`config.mk`:
```
export PLATFORM = sky130hd
export DESIGN_NAME = dchain_dma
export DESIGN_NICKNAME = d
export VERILOG_FILES = /design/src/rtl/dchain_pkg.sv /design/src/rtl/dchain_fetch.sv /design/src/rtl/dchain_mover.sv /design/src/rtl/dchain_dma.sv
export SDC_FILE = /design/constraint.sdc
export NUM_CORES = 1
export LEC_CHECK = 0
export BUFFER_PORTS_ARGS = -buffer_cell sky130_fd_sc_hd__buf_2
export CORE_MARGIN = 3
export CORE_UTILIZATION = 36
export DETAILED_ROUTE_END_ITERATION = 8
export GPL_TIMING_DRIVEN = 1
export HOLD_SLACK_MARGIN = 0.15
export PLACE_DENSITY = 0.58
export SYNTH_ARGS = -nofsm -noshare
export SYNTH_HDL_FRONTEND = slang
export SYNTH_SLANG_ARGS = --single-unit
```
`constraint.sdc`:
```
create_clock -name clk -period 4.46 [get_ports clk]
set_input_delay 0.223 -clock clk [delete_from_list [all_inputs] [get_ports clk]]
set_output_delay 0.223 -clock clk [all_outputs]
set_load 0.005 [all_outputs]
```
`src/rtl/dchain_pkg.sv`:
```
package dchain_pkg;

  localparam int WORD_W     = 32;
  localparam int DESC_WORDS = 6;

  // word positions inside one descriptor (software fixes this order)
  localparam int W_CFG  = 0;
  localparam int W_SRC  = 1;
  localparam int W_DST  = 2;
  localparam int W_CNT  = 3;
  localparam int W_PARA = 4;
  localparam int W_LINK = 5;

  localparam logic [1:0] SEL_START = 2'd0;
  localparam logic [1:0] SEL_RUN   = 2'd1;
  localparam logic [1:0] SEL_PAUSE = 2'd2;

  typedef enum logic [2:0] {
    ST_IDLE, ST_FETCH, ST_DECODE, ST_HOLD, ST_RD, ST_WR, ST_LINK
  } state_t;

  typedef struct packed {
    logic [4:0] req;
    logic [1:0] amode;
    logic [1:0] burst;
    logic [1:0] width;
  } side_cfg_t;

  function automatic side_cfg_t side_of(input logic [15:0] h);
    side_cfg_t s;
    s.width = h[1:0];
    s.burst = h[3:2];
    s.amode = h[5:4];
    s.req   = h[10:6];
    return s;
  endfunction

  function automatic logic [4:0] burst_beats(input logic [1:0] code);
    case (code)
      2'd0:    return 5'd1;
      2'd1:    return 5'd4;
      2'd2:    return 5'd8;
      default: return 5'd16;
    endcase
  endfunction

endpackage

```
`src/rtl/dchain_fetch.sv`:
```
module dchain_fetch
  import dchain_pkg::*;
(
  input  logic                                clk,
  input  logic                                rst,
  input  logic                                go,
  input  logic                                abort,
  input  logic [WORD_W-1:0]                   base,
  output logic                                desc_rd_o,
  output logic [WORD_W-1:0]                   desc_addr_o,
  input  logic [WORD_W-1:0]                   desc_rdata_i,
  output logic [DESC_WORDS-1:0][WORD_W-1:0]   words_o,
  output logic                                done_o
);

  localparam int IDX_W = $clog2(DESC_WORDS + 1);

  logic                              active_q;
  logic [IDX_W-1:0]                  idx_q;
  logic [WORD_W-1:0]                 base_q;
  logic [DESC_WORDS-1:0][WORD_W-1:0] words_q;
  logic                              done_q;

  // issue word idx, capture word idx-1 (one-cycle read latency)
  always_ff @(posedge clk) begin
    done_q <= 1'b0;
    if (rst || abort) begin
      active_q <= 1'b0;
      idx_q    <= '0;
      if (rst) begin
        base_q  <= '0;
        words_q <= '0;
      end
    end else if (go) begin
      active_q <= 1'b1;
      idx_q    <= '0;
      base_q   <= base;
    end else if (active_q) begin
      idx_q <= idx_q + 1'b1;
      for (int k = 0; k < DESC_WORDS; k++)
        if (idx_q == IDX_W'(k + 1)) words_q[k] <= desc_rdata_i;
      if (idx_q == IDX_W'(DESC_WORDS)) begin
        active_q <= 1'b0;
        done_q   <= 1'b1;
      end
    end
  end

  assign desc_rd_o   = active_q && (idx_q < IDX_W'(DESC_WORDS));
  assign desc_addr_o = base_q + (WORD_W'(idx_q) << 2);
  assign words_o     = words_q;
  assign done_o      = done_q;

endmodule

```
`src/rtl/dchain_mover.sv`:
```
module dchain_mover
  import dchain_pkg::*;
(
  input  logic                   clk,
  input  logic                   rst,
  input  logic                   load,
  input  logic                   step,
  input  logic [1:0][WORD_W-1:0] ld_addr,   // [0] source, [1] destination
  input  logic [1:0]             ld_fix,    // per side: 1 = address held
  input  logic [WORD_W-1:0]      ld_bytes,
  input  logic [1:0]             ld_wcode,
  input  logic [1:0]             ld_burst,
  output logic [WORD_W-1:0]      cur_src_o,
  output logic [WORD_W-1:0]      cur_dst_o,
  output logic [WORD_W-1:0]      left_o,
  output logic [1:0]             wcode_o,
  output logic                   last_o,
  output logic                   bend_o
);

  logic [1:0][WORD_W-1:0] addr_q;
  logic [1:0]             fix_q;
  logic [1:0]             wcode_q;
  logic [WORD_W-1:0]      left_q;
  logic [4:0]             blen_q;
  logic [4:0]             bcnt_q;
  logic [WORD_W-1:0]      beat_bytes;

  assign beat_bytes = WORD_W'(1) << wcode_q;

  for (genvar s = 0; s < 2; s++) begin : g_side
    always_ff @(posedge clk) begin
      if (rst)                        addr_q[s] <= '0;
      else if (load)                  addr_q[s] <= ld_addr[s];
      else if (step && !fix_q[s])     addr_q[s] <= addr_q[s] + beat_bytes;
    end
  end

  always_ff @(posedge clk) begin
    if (rst) begin
      fix_q   <= '0;
      wcode_q <= '0;
      left_q  <= '0;
      blen_q  <= 5'd1;
      bcnt_q  <= '0;
    end else if (load) begin
      fix_q   <= ld_fix;
      wcode_q <= ld_wcode;
      left_q  <= ld_bytes;
      blen_q  <= burst_beats(ld_burst);
      bcnt_q  <= '0;
    end else if (step) begin
      left_q  <= left_q - beat_bytes;
      bcnt_q  <= bend_o ? 5'd0 : bcnt_q + 5'd1;
    end
  end

  assign cur_src_o = addr_q[0];
  assign cur_dst_o = addr_q[1];
  assign left_o    = left_q;
  assign wcode_o   = wcode_q;
  assign last_o    = (left_q == beat_bytes);
  assign bend_o    = (bcnt_q == blen_q - 5'd1);

endmodule

```
`src/rtl/dchain_dma.sv`:
```
module dchain_dma
  import dchain_pkg::*;
#(
  parameter int          DATA_W   = 64,
  parameter logic [31:0] END_MARK = 32'hFFFF_F800
) (
  input  logic              clk,
  input  logic              rst,
  input  logic              reg_we,
  input  logic [1:0]        reg_sel,
  input  logic [31:0]       reg_wdata,
  output logic              run_o,
  output logic [31:0]       cur_src_o,
  output logic [31:0]       cur_dst_o,
  output logic [31:0]       left_o,
  output logic              pkg_done_o,
  output logic              chain_done_o,
  output logic              desc_rd_o,
  output logic [31:0]       desc_addr_o,
  input  logic [31:0]       desc_rdata_i,
  output logic              data_rd_o,
  output logic              data_wr_o,
  output logic [31:0]       data_addr_o,
  output logic [1:0]        data_size_o,
  output logic [DATA_W-1:0] data_wdata_o,
  input  logic [DATA_W-1:0] data_rdata_i
);

  localparam int MAX_WCODE = $clog2(DATA_W / 8);

  state_t                            st_q, st_d;
  logic [WORD_W-1:0]                 start_q;
  logic                              pause_q;
  logic                              pkg_q, chain_q;
  logic [DESC_WORDS-1:0][WORD_W-1:0] words;
  logic                              fetch_done, fetch_go;
  logic [WORD_W-1:0]                 fetch_base;
  side_cfg_t                         src_cfg, dst_cfg;
  logic [1:0]                        wcode;
  logic [WORD_W-1:0]                 rounded;
  logic                              at_end, last, bend;
  logic                              run_wr, halt, launch;

  assign run_wr = reg_we && (reg_sel == SEL_RUN);
  assign halt   = run_wr && !reg_wdata[0];
  assign launch = run_wr && reg_wdata[0] && (st_q == ST_IDLE);

  always_ff @(posedge clk) begin
    if (rst) begin
      start_q <= '0;
      pause_q <= 1'b0;
    end else if (reg_we) begin
      if (reg_sel == SEL_START) start_q <= reg_wdata;
      if (reg_sel == SEL_PAUSE) pause_q <= reg_wdata[0];
    end
  end

  // descriptor decode
  assign src_cfg = side_of(words[W_CFG][15:0]);
  assign dst_cfg = side_of(words[W_CFG][31:16]);
  assign wcode   = (src_cfg.width > 2'(MAX_WCODE)) ? 2'(MAX_WCODE) : src_cfg.width;
  assign rounded = words[W_CNT] & ~((WORD_W'(1) << wcode) - WORD_W'(1));
  assign at_end  = (words[W_LINK] == END_MARK);

  assign fetch_go   = launch || ((st_q == ST_LINK) && !at_end && !halt);
  assign fetch_base = (st_q == ST_LINK) ? words[W_LINK] : start_q;

  dchain_fetch u_fetch (
    .clk          (clk),
    .rst          (rst),
    .go           (fetch_go),
    .abort        (halt),
    .base         (fetch_base),
    .desc_rd_o    (desc_rd_o),
    .desc_addr_o  (desc_addr_o),
    .desc_rdata_i (desc_rdata_i),
    .words_o      (words),
    .done_o       (fetch_done)
  );

  dchain_mover u_mover (
    .clk       (clk),
    .rst       (rst),
    .load      (st_q == ST_DECODE),
    .step      (st_q == ST_WR),
    .ld_addr   ({words[W_DST], words[W_SRC]}),
    .ld_fix    ({dst_cfg.amode == 2'd1, src_cfg.amode == 2'd1}),
    .ld_bytes  (rounded),
    .ld_wcode  (wcode),
    .ld_burst  (src_cfg.burst),
    .cur_src_o (cur_src_o),
    .cur_dst_o (cur_dst_o),
    .left_o    (left_o),
    .wcode_o   (data_size_o),
    .last_o    (last),
    .bend_o    (bend)
  );

  always_comb begin
    st_d = st_q;
    case (st_q)
      ST_IDLE:   if (launch) st_d = ST_FETCH;
      ST_FETCH:  if (fetch_done) st_d = ST_DECODE;
      ST_DECODE: begin
        if (rounded == '0)  st_d = ST_LINK;
        else if (pause_q)   st_d = ST_HOLD;
        else                st_d = ST_RD;
      end
      ST_HOLD:   if (!pause_q) st_d = ST_RD;
      ST_RD:     st_d = ST_WR;
      ST_WR: begin
        if (last)                 st_d = ST_LINK;
        else if (bend && pause_q) st_d = ST_HOLD;
        else                      st_d = ST_RD;
      end
      ST_LINK:   st_d = at_end ? ST_IDLE : ST_FETCH;
      default:   st_d = ST_IDLE;
    endcase
    if (halt) st_d = ST_IDLE;
  end

  always_ff @(posedge clk) begin
    if (rst) begin
      st_q    <= ST_IDLE;
      pkg_q   <= 1'b0;
      chain_q <= 1'b0;
    end else begin
      st_q    <= st_d;
      pkg_q   <= (st_q == ST_WR) && last && !halt;
      chain_q <= (st_q == ST_LINK) && at_end && !halt;
    end
  end

  assign run_o        = (st_q != ST_IDLE);
  assign pkg_done_o   = pkg_q;
  assign chain_done_o = chain_q;
  assign data_rd_o    = (st_q == ST_RD);
  assign data_wr_o    = (st_q == ST_WR);
  assign data_addr_o  = (st_q == ST_WR) ? cur_dst_o : cur_src_o;
  assign data_wdata_o = data_rdata_i;

  logic unused_fields;
  assign unused_fields = ^{words[W_PARA], words[W_CFG][15:11], words[W_CFG][31:27],
                           src_cfg.req, dst_cfg.req, dst_cfg.width, dst_cfg.burst,
                           reg_wdata[31:1]};

endmodule

```
# After elaboration in Yosys (flattened, before gate mapping)
# Index checks and enable logic that the tools add are counted.
[word_totals]
register_bits = 335
input_bits = 133
out_inout_bits = 232
word_cells = 148
[op_classes]
add_sub_neg = 8
magnitude_cmp = 2
eq_ne = 26
shift = 2
muxes = 37
bitwise_logic = 3
reduce_logical = 49
[ops]
columns = ["cell", "count"]
rows = [
  ["192-bit two-way mux", 4],
  ["32-bit two-way mux", 17],
  ["32-bit adder", 2],
  ["1-bit by 2-bit left shift with 32-bit output (first input constant)", 2],
  ["32-bit by 5-bit adder with 32-bit output", 1],
  ["32-bit AND", 1],
  ["32-bit == test", 1],
  ["32-bit == test (second input constant)", 1],
  ["32-bit logical NOT", 1],
  ["32-bit NOT", 1],
  ["32-bit by 1-bit subtractor with 32-bit output (second input constant)", 1],
  ["32-bit subtractor", 1],
  ["3-bit two-way mux", 7],
  ["3-bit one-hot mux with 7 select lines", 1],
  ["4-bit AND reduction", 5],
  ["2-bit nonzero test", 10],
  ["3-bit == test (second input constant)", 6],
  ["5-bit one-hot mux with 3 select lines", 1],
  ["1-bit logical AND", 14],
  ["3-bit by 2-bit == test with 1-bit output (second input constant)", 4],
  ["2-bit by 1-bit == test with 1-bit output (second input constant)", 4],
  ["3-bit by 1-bit == test with 1-bit output (second input constant)", 2],
  ["2-bit != test (second input constant)", 3],
  ["2-bit AND reduction", 3],
  ["20 further kinds", 34],
]

# Longest topological paths before layout
# Gate-level depths: netlist of run 1.
[depth]
ltp_word = 9
ltp_mapped = 11
ltp_nobuf = 10

# By module
# A second synthesis of run 1 with hierarchy kept.
[unflattened]
cells_unflattened = 1598
hier_area_um2 = 17793.3
[modules_own_cells]
columns = ["module", "n_inst", "cells_each", "area_each_um2", "seq_area_each_um2"]
rows = [
  ["dchain_fetch", 1, 431, 8250.4, 6826.5],
  ["dchain_mover", 1, 770, 6338.6, 2182.1],
  ["dchain_dma", 1, 397, 3204.3, 760.7],
]

# Worst setup path before layout of run 1
# OpenSTA, ideal clock, no wires.
[synth_path]
path_type = "register to register"
startpoint = "register u_fetch.words_q (netlist bit u_fetch.words_o[167])"
endpoint = "register u_fetch.words_q (netlist bit u_fetch.words_o[160]), enable pin"
setup_ns = 0.432
arrival_time_ns = 3.307
t_required_ns = 4.028
setup_slack_ns = 0.721
stages_incl_launch_ff = 7
path_buffers = 0
synth_period_minus_slack_ns = 3.739
cell_sequence = "edfxtp_1 or4_1 nor4_1 nand4_1 a21oi_1 a21oi_1 a21oi_1"
[synth_via]
elab_chain_len = 7
[synth_rtl]
columns = ["element", "line", "source"]
rows = [
  ["from (decl)", "dchain_fetch.sv:21", "logic [DESC_WORDS-1:0][WORD_W-1:0] words_q;"],
  ["from (signal, indexed assignment)", "dchain_fetch.sv:41", "if (idx_q == IDX_W'(k + 1)) words_q[k] <= desc_rdata_i;"],
  ["32-bit == test", "dchain_dma.sv:63", "assign at_end = (words[W_LINK] == END_MARK);"],
  ["1-bit logical NOT", "dchain_dma.sv:65", "assign fetch_go = launch || ((st_q == ST_LINK) && !at_end && !halt);"],
  ["1-bit logical AND (2 in series)", "dchain_dma.sv:65", ""],
  ["1-bit logical OR", "dchain_dma.sv:65", ""],
  ["2-bit by 1-bit != test with 1-bit output (no line)", "n/a", ""],
  ["4-bit AND reduction (no line)", "n/a", ""],
]
# No other way between the ends.
# A chain may end at the register's enable or synchronous reset.

# Worst setup path after layout of run 1
[layout_path]
startpoint = "register u_fetch.idx_q[0]"
endpoint = "output desc_addr_o[20]"
[layout_via]
elab_chain_len = 1
[layout_rtl]
columns = ["element", "line", "source"]
rows = [
  ["from (decl)", "dchain_fetch.sv:19", "logic [IDX_W-1:0] idx_q;"],
  ["from (signal assigned)", "dchain_fetch.sv:39", "idx_q <= idx_q + 1'b1;"],
  ["32-bit by 5-bit adder with 32-bit output", "dchain_fetch.sv:50", "assign desc_addr_o = base_q + (WORD_W'(idx_q) << 2);"],
  ["to (decl)", "dchain_dma.sv:19", "output logic [31:0] desc_addr_o,"],
]
# No other way between the ends.

==> results of run 1 <==
==> report_power, final <==
part | switching, W | total [W] | internal [W]
clock | 0.00122 | 0.00313 | 0.00191
sequential | 0.0000991 | 0.00335 | 0.00326
combinational | 0.000272 | 0.000441 | 0.000168
==> sequential cells by signal (all words and copies together) (netlist names), 4 cells and up <==
signal             count
start_q               32
u_fetch.base_q        32
u_fetch.words_o      136
u_mover.bcnt_q         5
u_mover.blen_q         4
u_mover.cur_dst_o     32
u_mover.cur_src_o     32
u_mover.left_o        32
==> worst max-delay path, stage by stage, from the launching register on <==
cell,delay [ns]
dfxtp_1,0.43
ha_1,0.21
inv_1,0.06
fa_1,0.40
nand2b_1,0.18
a21oi_1,0.48
nand2_1,0.10
nor2_1,0.52
nand3_1,0.17
xnor2_1,0.18
buf_2,0.14
==> final cells by class <==
cell class / count / area share
Inverter: 28 / 0.005727
Multi-Input combinational cell: 1079 / 0.3416
Timing Repair Buffer: 318 / 0.1076
Tap cell: 532 / 0.03627
Clock buffer: 52 / 0.05863
Antenna cell: 1 / 0.0001364
Clock inverter: 15 / 0.009340
Sequential cell: 320 / 0.4407
==> cells in the mapped netlist, types with 12 or more instances <==
| cell | n |
|---|---|
| and2_1 | 33 |
| nand2_1 | 304 |
| a311oi_1 | 18 |
| nand4_1 | 30 |
| and3_1 | 16 |
| nor4_1 | 15 |
| nand3_1 | 42 |
| xnor2_1 | 51 |
| o21ai_0 | 31 |
| xor2_1 | 40 |
| clkbuf_1 | 72 |
| edfxtp_1 | 168 |
| buf_4 | 66 |
| inv_1 | 27 |
| nor2_1 | 114 |
| dfxtp_1 | 152 |
| a211oi_1 | 47 |
| nor3_1 | 29 |
| or3_1 | 19 |
| a21oi_1 | 115 |
| o211ai_1 | 12 |
| ha_1 | 23 |
==> what timing repair did <==
item,CTS,global route
endpoints found under the hold margin,39,0
resized for setup,0,0
hold buffers,65,0
==> per-stage QoR <==
stage	hold WS (ns)	total power, W	instance area (um2)
floorplan	0.3590	0.003655	15220
global placement	0.4366	0.003816	16450
detailed placement	0.4411	0.003823	16450
CTS	0.1546	0.006990	18350
global route	0.1652	0.007152	18350
finish	0.1567	0.006926	18350
==> per-layer routing <==
| layer | vias up | share of wire | GRT usage |
|---|---|---|---|
| met4 | 2 | 0.053 | 0.1164 |
| met5 | - | 0.00026 | 0 |
| met3 | 158 | 0.071 | 0.04327 |
| met2 | 437 | 0.47 | 0.3572 |
| met1 | 6103 | 0.41 | 0.2765 |
| li1 | 5975 | - | - |
==> logic make-up after synthesis <==
family	count (synthesis)
xor+xnor	91
fa+ha+maj	27
mux	3
simple gates	667
compound gates	291
buf+inv	173
flops	320
==> how the worst max path moves through the flow <==
stage                                            start                                  to  slack [ns]  cells past startpoint
floorplan           u_fetch.words_o[167]$_SDFFCE_PN0P_  u_fetch.words_o[160]$_SDFFCE_PN0P_        0.72                      6
finish                   u_fetch.idx_q[0]$_SDFFE_PP0P_                     desc_addr_o[20]        0.83                     10
CTS                      u_fetch.idx_q[0]$_SDFFE_PP0P_                     desc_addr_o[20]        0.85                     10
detailed placement                st_q[0]$_SDFFE_PN0P_  u_mover.cur_dst_o[21]$_SDFFE_PP0P_        1.31                      8
global route             u_fetch.idx_q[0]$_SDFFE_PP0P_                     desc_addr_o[22]        0.58                     10
global placement                  st_q[0]$_SDFFE_PN0P_  u_mover.cur_dst_o[23]$_SDFFE_PP0P_        1.46                      8
==> impl_metrics.yaml, run 1 <==
detailed_routing:
  ant_nets: 0
  drt-total-wl_mm: 50.15
  drt_iter0_drc: 945
  drc_errors: 0
  drt-pass1-iter-count: 5
  num_vias: 12680
  vias_per_cell: 5.405
  avgRoutedWirePerCell_um: 21.39
grt:
  grt_pass1_vias: 12300
  grt_pass1_wl_mm: 74.76
  grt_max_degree: 80
  gr-total-overflow: 0
  grt_usage: 0.2193
  antenna_found_initial: 1
die:
  rows: 74
  initial_core_util: 0.3686
  die_height_um: 211.6
  fp.dieW_um: 211.6
  core_area_um2: 41290
  ioPinCount: 365
  die_area_um2: 44780
timing:
  period_needed_ns: 3.629
  fin_skew_ns: 0.02225
  rsz0062_at_grt: "false"
  fin_crit_sh: 0.8137
  hold_viol_final: 0
  finalMaxSlewViolations: 0
  fmax_mhz: 275.5
  relSlewSlack: 0.3861
  finalSetupTns_ns: 0
  tightest_slew_ns: 0.9189
  setup_viol: 0
  setup_slack_ns: 0.8307
hold_path:
  hp-class: "in -> reg"
  hold_path_startpoint: "desc_rdata_i[26]"
  min_to: "u_fetch.words_o[90]$_SDFFCE_PN0P_"
  worstHoldPathCells: 2
yosys:
  netlist_area_um2: 15220
  synth_area_per_cell_um2: 9.682
  synth_edf_count: 168
  synth_seq_cells: 320
  synthXorXnorAreaFrac: 0.05237
  ys_seq_area_frac: 0.5314
  synth_top_cell_area_share: 0.3315
  synth_compound_area_frac: 0.1238
  synth_ff_type: "edfxtp_1"
  synth_cells: 1572
  synthAdderAreaFrac: 0.02417
  synth_warnings: 0
  syn-num-nets: 1732
  synth_top_family_by_area: "simple AND/OR/NAND/NOR gates"
  synth_mux_area_frac: 0.001973
  synth_cell_types: 69
  async_flop_share: 0
  synthTopCellsByArea: "edfxtp_1 33%, dfxtp_1 20%, nand2_1 7.5%"
  synth.largest_area_cell: "edfxtp_1"
  yosys.area_share.simple: 0.2073
final_layout:
  area_delta_synth_final_pct: 20.59
  seq_area_um2: 8088
  layout.nets: 1944
  fin_cells: 2345
  utilization: 0.4444
  multiInputGateArea_um2: 6270
  final_common_cell: "nand2_1"
  fill_cells: 4027
  final_cell_mix: "303 x nand2_1, 235 x buf_2, 168 x edfxtp_1, 152 x dfxtp_1, 113 x a21oi_1"
  drive_gt1_frac: 0.1838
power_and_ir_drop:
  ir_drop_mv: 0.2173
  power.density_nw_per_um2: 377.4
  leakagePower_nw: 7.269
clocking:
  clock-root-buffer: "clkbuf_16"
  clock_path_buffers: 3
  cts_made_buffers: 37
  postCtsSetupRepairBufs: 0
  cts_sinks: 320
  clk_latency_ns: 0.55
  cts.clk_slew.worst_paths_ns: 0.06
  h-tree-depth: 2
  cts_tree: "built"
placed_design:
  portBuffers: 236
  finalWeightedCongestion: 0.8775
  pre_cts_slack_ns: 1.313
  dpl.hpwl_mm: 36.06
  numPlacedInstances: 2212
setup_path:
  start_kind: "register"
  cp.required_ns: 4.24
  path_class: "reg -> out"
  reg2reg_depth: 8
  end_kind: "primary output"
  r2r_slack_ns: 1.26
  r2r_end: "u_mover.cur_dst_o[21]$_SDFFE_PP0P_"
  arrival_ns: 3.41
  timing.rr.start: "st_q[0]$_SDFFE_PN0P_"
  crit_fanout: 7
outcome:
  status: "completed"
job:
  cap_violations: 0
Note: power is estimated with default switching activity, not from simulation.
==> inputs of run 2 (changes only) <==
Settings changed: PLACE_DENSITY 0.58 to 0.61.
Clock period 4.46 ns to 3.2 ns, I/O delays scaled along.
==> impl_metrics.yaml, run 2 (synthesis gave the netlist of run 1 again) <==
outcome:
  status: "completed"
timing:
  hold_viol_final: 0
  tightest_slew_ns: 0.8184
  fmax_mhz: 335.0
  hold_slack_ns: 0.1580
  period_needed_ns: 2.985
  relSlewSlack: 0.4514
  fin_crit_sh: 0.9328
  setup_viol: 0
  fin_skew_ns: 0.02584
  rsz0062_at_grt: "false"
  finalMaxSlewViolations: 0
setup_path:
  cpPeakStageDelay_ns: 0.55
  path_class: "reg -> out"
  arrival_ns: 2.82
  path_buf_inv: 1
  crit_family: "simple AND/OR/NAND/NOR gates"
  start_kind: "register"
  end_kind: "primary output"
  crit_fanout: 7
  cp.required_ns: 3.04
  crit_path_cell_trace: "nand4_1, nor3_1, or3b_2, nor2_2, nand2_1, xnor2_1, buf_2"
  cp_slowest_cell: "or3b_2"
placed_design:
  dpl.hpwl_mm: 36.03
  finalWeightedCongestion: 0.9105
  dpl_cell_area_um2: 16630
  portBuffers: 236
grt:
  grt_pass1_wl_mm: 73.70
  antenna_found_initial: 1
  grt_max_degree: 62
  gr-total-overflow: 0
  grt_usage: 0.2136
  grt_pass1_vias: 12220
final_layout:
  area_delta_synth_final_pct: 21.05
  final_cell_mix: "303 x nand2_1, 235 x buf_2, 168 x edfxtp_1, 152 x dfxtp_1, 112 x a21oi_1"
  drive_gt1_frac: 0.1916
  final_common_cell: "nand2_1"
  fill_cells: 3949
  largest_register_ffs: 136
  layout.nets: 1958
  design_area_um2: 18420
clocking:
  h-tree-depth: 2
  clk_latency_ns: 0.52
  cts_tree: "built"
  postCtsSetupRepairBufs: 0
  cts.clk_slew.worst_paths_ns: 0.06
  clock-root-buffer: "clkbuf_16"
  cts_sinks: 320
  cts_made_buffers: 37
  clock_path_buffers: 3
die:
  core_area_um2: 41290
  rows: 74
  initial_core_util: 0.3686
  ioPinCount: 365
  die_height_um: 211.6
  die_area_um2: 44780
  fp.dieW_um: 211.6
power_and_ir_drop:
  ir_drop_mv: 0.3312
  power.density_nw_per_um2: 506.1
  leakagePower_nw: 7.278
detailed_routing:
  ant_nets: 0
  num_vias: 12690
  drc_errors: 0
  drt-total-wl_mm: 49.65
  avgRoutedWirePerCell_um: 21.04
  vias_per_cell: 5.378
  drt-pass1-iter-count: 5
  drt_iter0_drc: 1089
job:
  cap_violations: 0
hold_path:
  hp-class: "in -> reg"
run 2: cell types whose count changed in the layout (fill, tap and decap cells not counted), sizes merged:
cell / change
buf: +17
clkinv: -2
bufinv: -4
clkinvlp: +1
dlygate4sd3: -3
clkbuf: +6
run 2: final cells by class:
cell class | count | area, um2 | area share
flip-flops and latches | 320 | 8088 | 0.4390
multi-input cells | 1079 | 6284 | 0.3411
repair buffers | 332 | 2122 | 0.1152
well taps | 532 | 665.6 | 0.03613
clock inverters | 10 | 48.80 | 0.002649
diodes | 1 | 2.502 | 0.0001358
inverters | 28 | 105.1 | 0.005705
clock buffers | 58 | 1107 | 0.06011
run 2: through the flow:
step	TNS [ns]	total power, W	cells	utilization	worst slack, ns
3_5_place_dp	0	0.005346	2229	0.4027	0.3440
4_1_cts	0	0.009384	2356	0.4451	0.08329
5_1_grt	0	0.009627	2359	0.4461	0.01085
6_report	0	0.009323	2360	0.4461	0.2151
3_3_place_gp	0	0.005337	2229	0.4027	0.3957
2_1_floorplan	-54.46	0.005094	1572	-	-0.5393
run 2: worst register-to-register path, cell delays in order, from the launching register on:
cell      delay, ns
edfxtp_1       0.38
or4_1          0.52
nor4_1         0.35
nand4_1        0.22
a21oi_1        0.36
a21oi_1        0.28
nor2_2         0.23
buf_12         0.23
run 2: final timing paths:
| check | startpoint | endpoint | slack (ns) | cells after the start |
|---|---|---|---|---|
| setup / recovery | u_fetch.base_q[7]$_SDFFCE_PN0P_ | desc_addr_o[19] | 0.22 | 7 |
| hold / removal | desc_rdata_i[31] | u_fetch.words_o[63]$_SDFFCE_PN0P_ | 0.16 | 2 |
| setup reg to reg | u_fetch.words_o[167]$_SDFFCE_PN0P_ | u_fetch.words_o[95]$_SDFFCE_PN0P_ | 0.29 | 7 |
| hold reg to reg | u_fetch.words_o[89]$_SDFFCE_PN0P_ | u_mover.cur_dst_o[25]$_SDFFE_PP0P_ | 0.45 | 1 |
run 2: repair_timing:
action / 4_1_cts / 5_1_grt
setup endpoints to repair: 2 / 10
hold endpoints to repair: 50 / 7
gates resized for setup: 1 / 3
pin swaps: 0 / 0
hold buffers: 59 / 3
run 2: report_power, final:
group,switching [W],internal [W]
Sequential,0.000138,0.00454
Clock,0.00163,0.00238
Combinational,0.000386,0.000253
run 2: metal layers:
metal	part of all wire	GRT usage	vias to the layer above	wire length, um
li1	-	-	6010	-
met1	0.41	0.2692	6126	20350
met2	0.48	0.3637	421	24060
met3	0.065	0.04031	134	3237
met4	0.040	0.08406	0	2002
met5	0	0	-	0
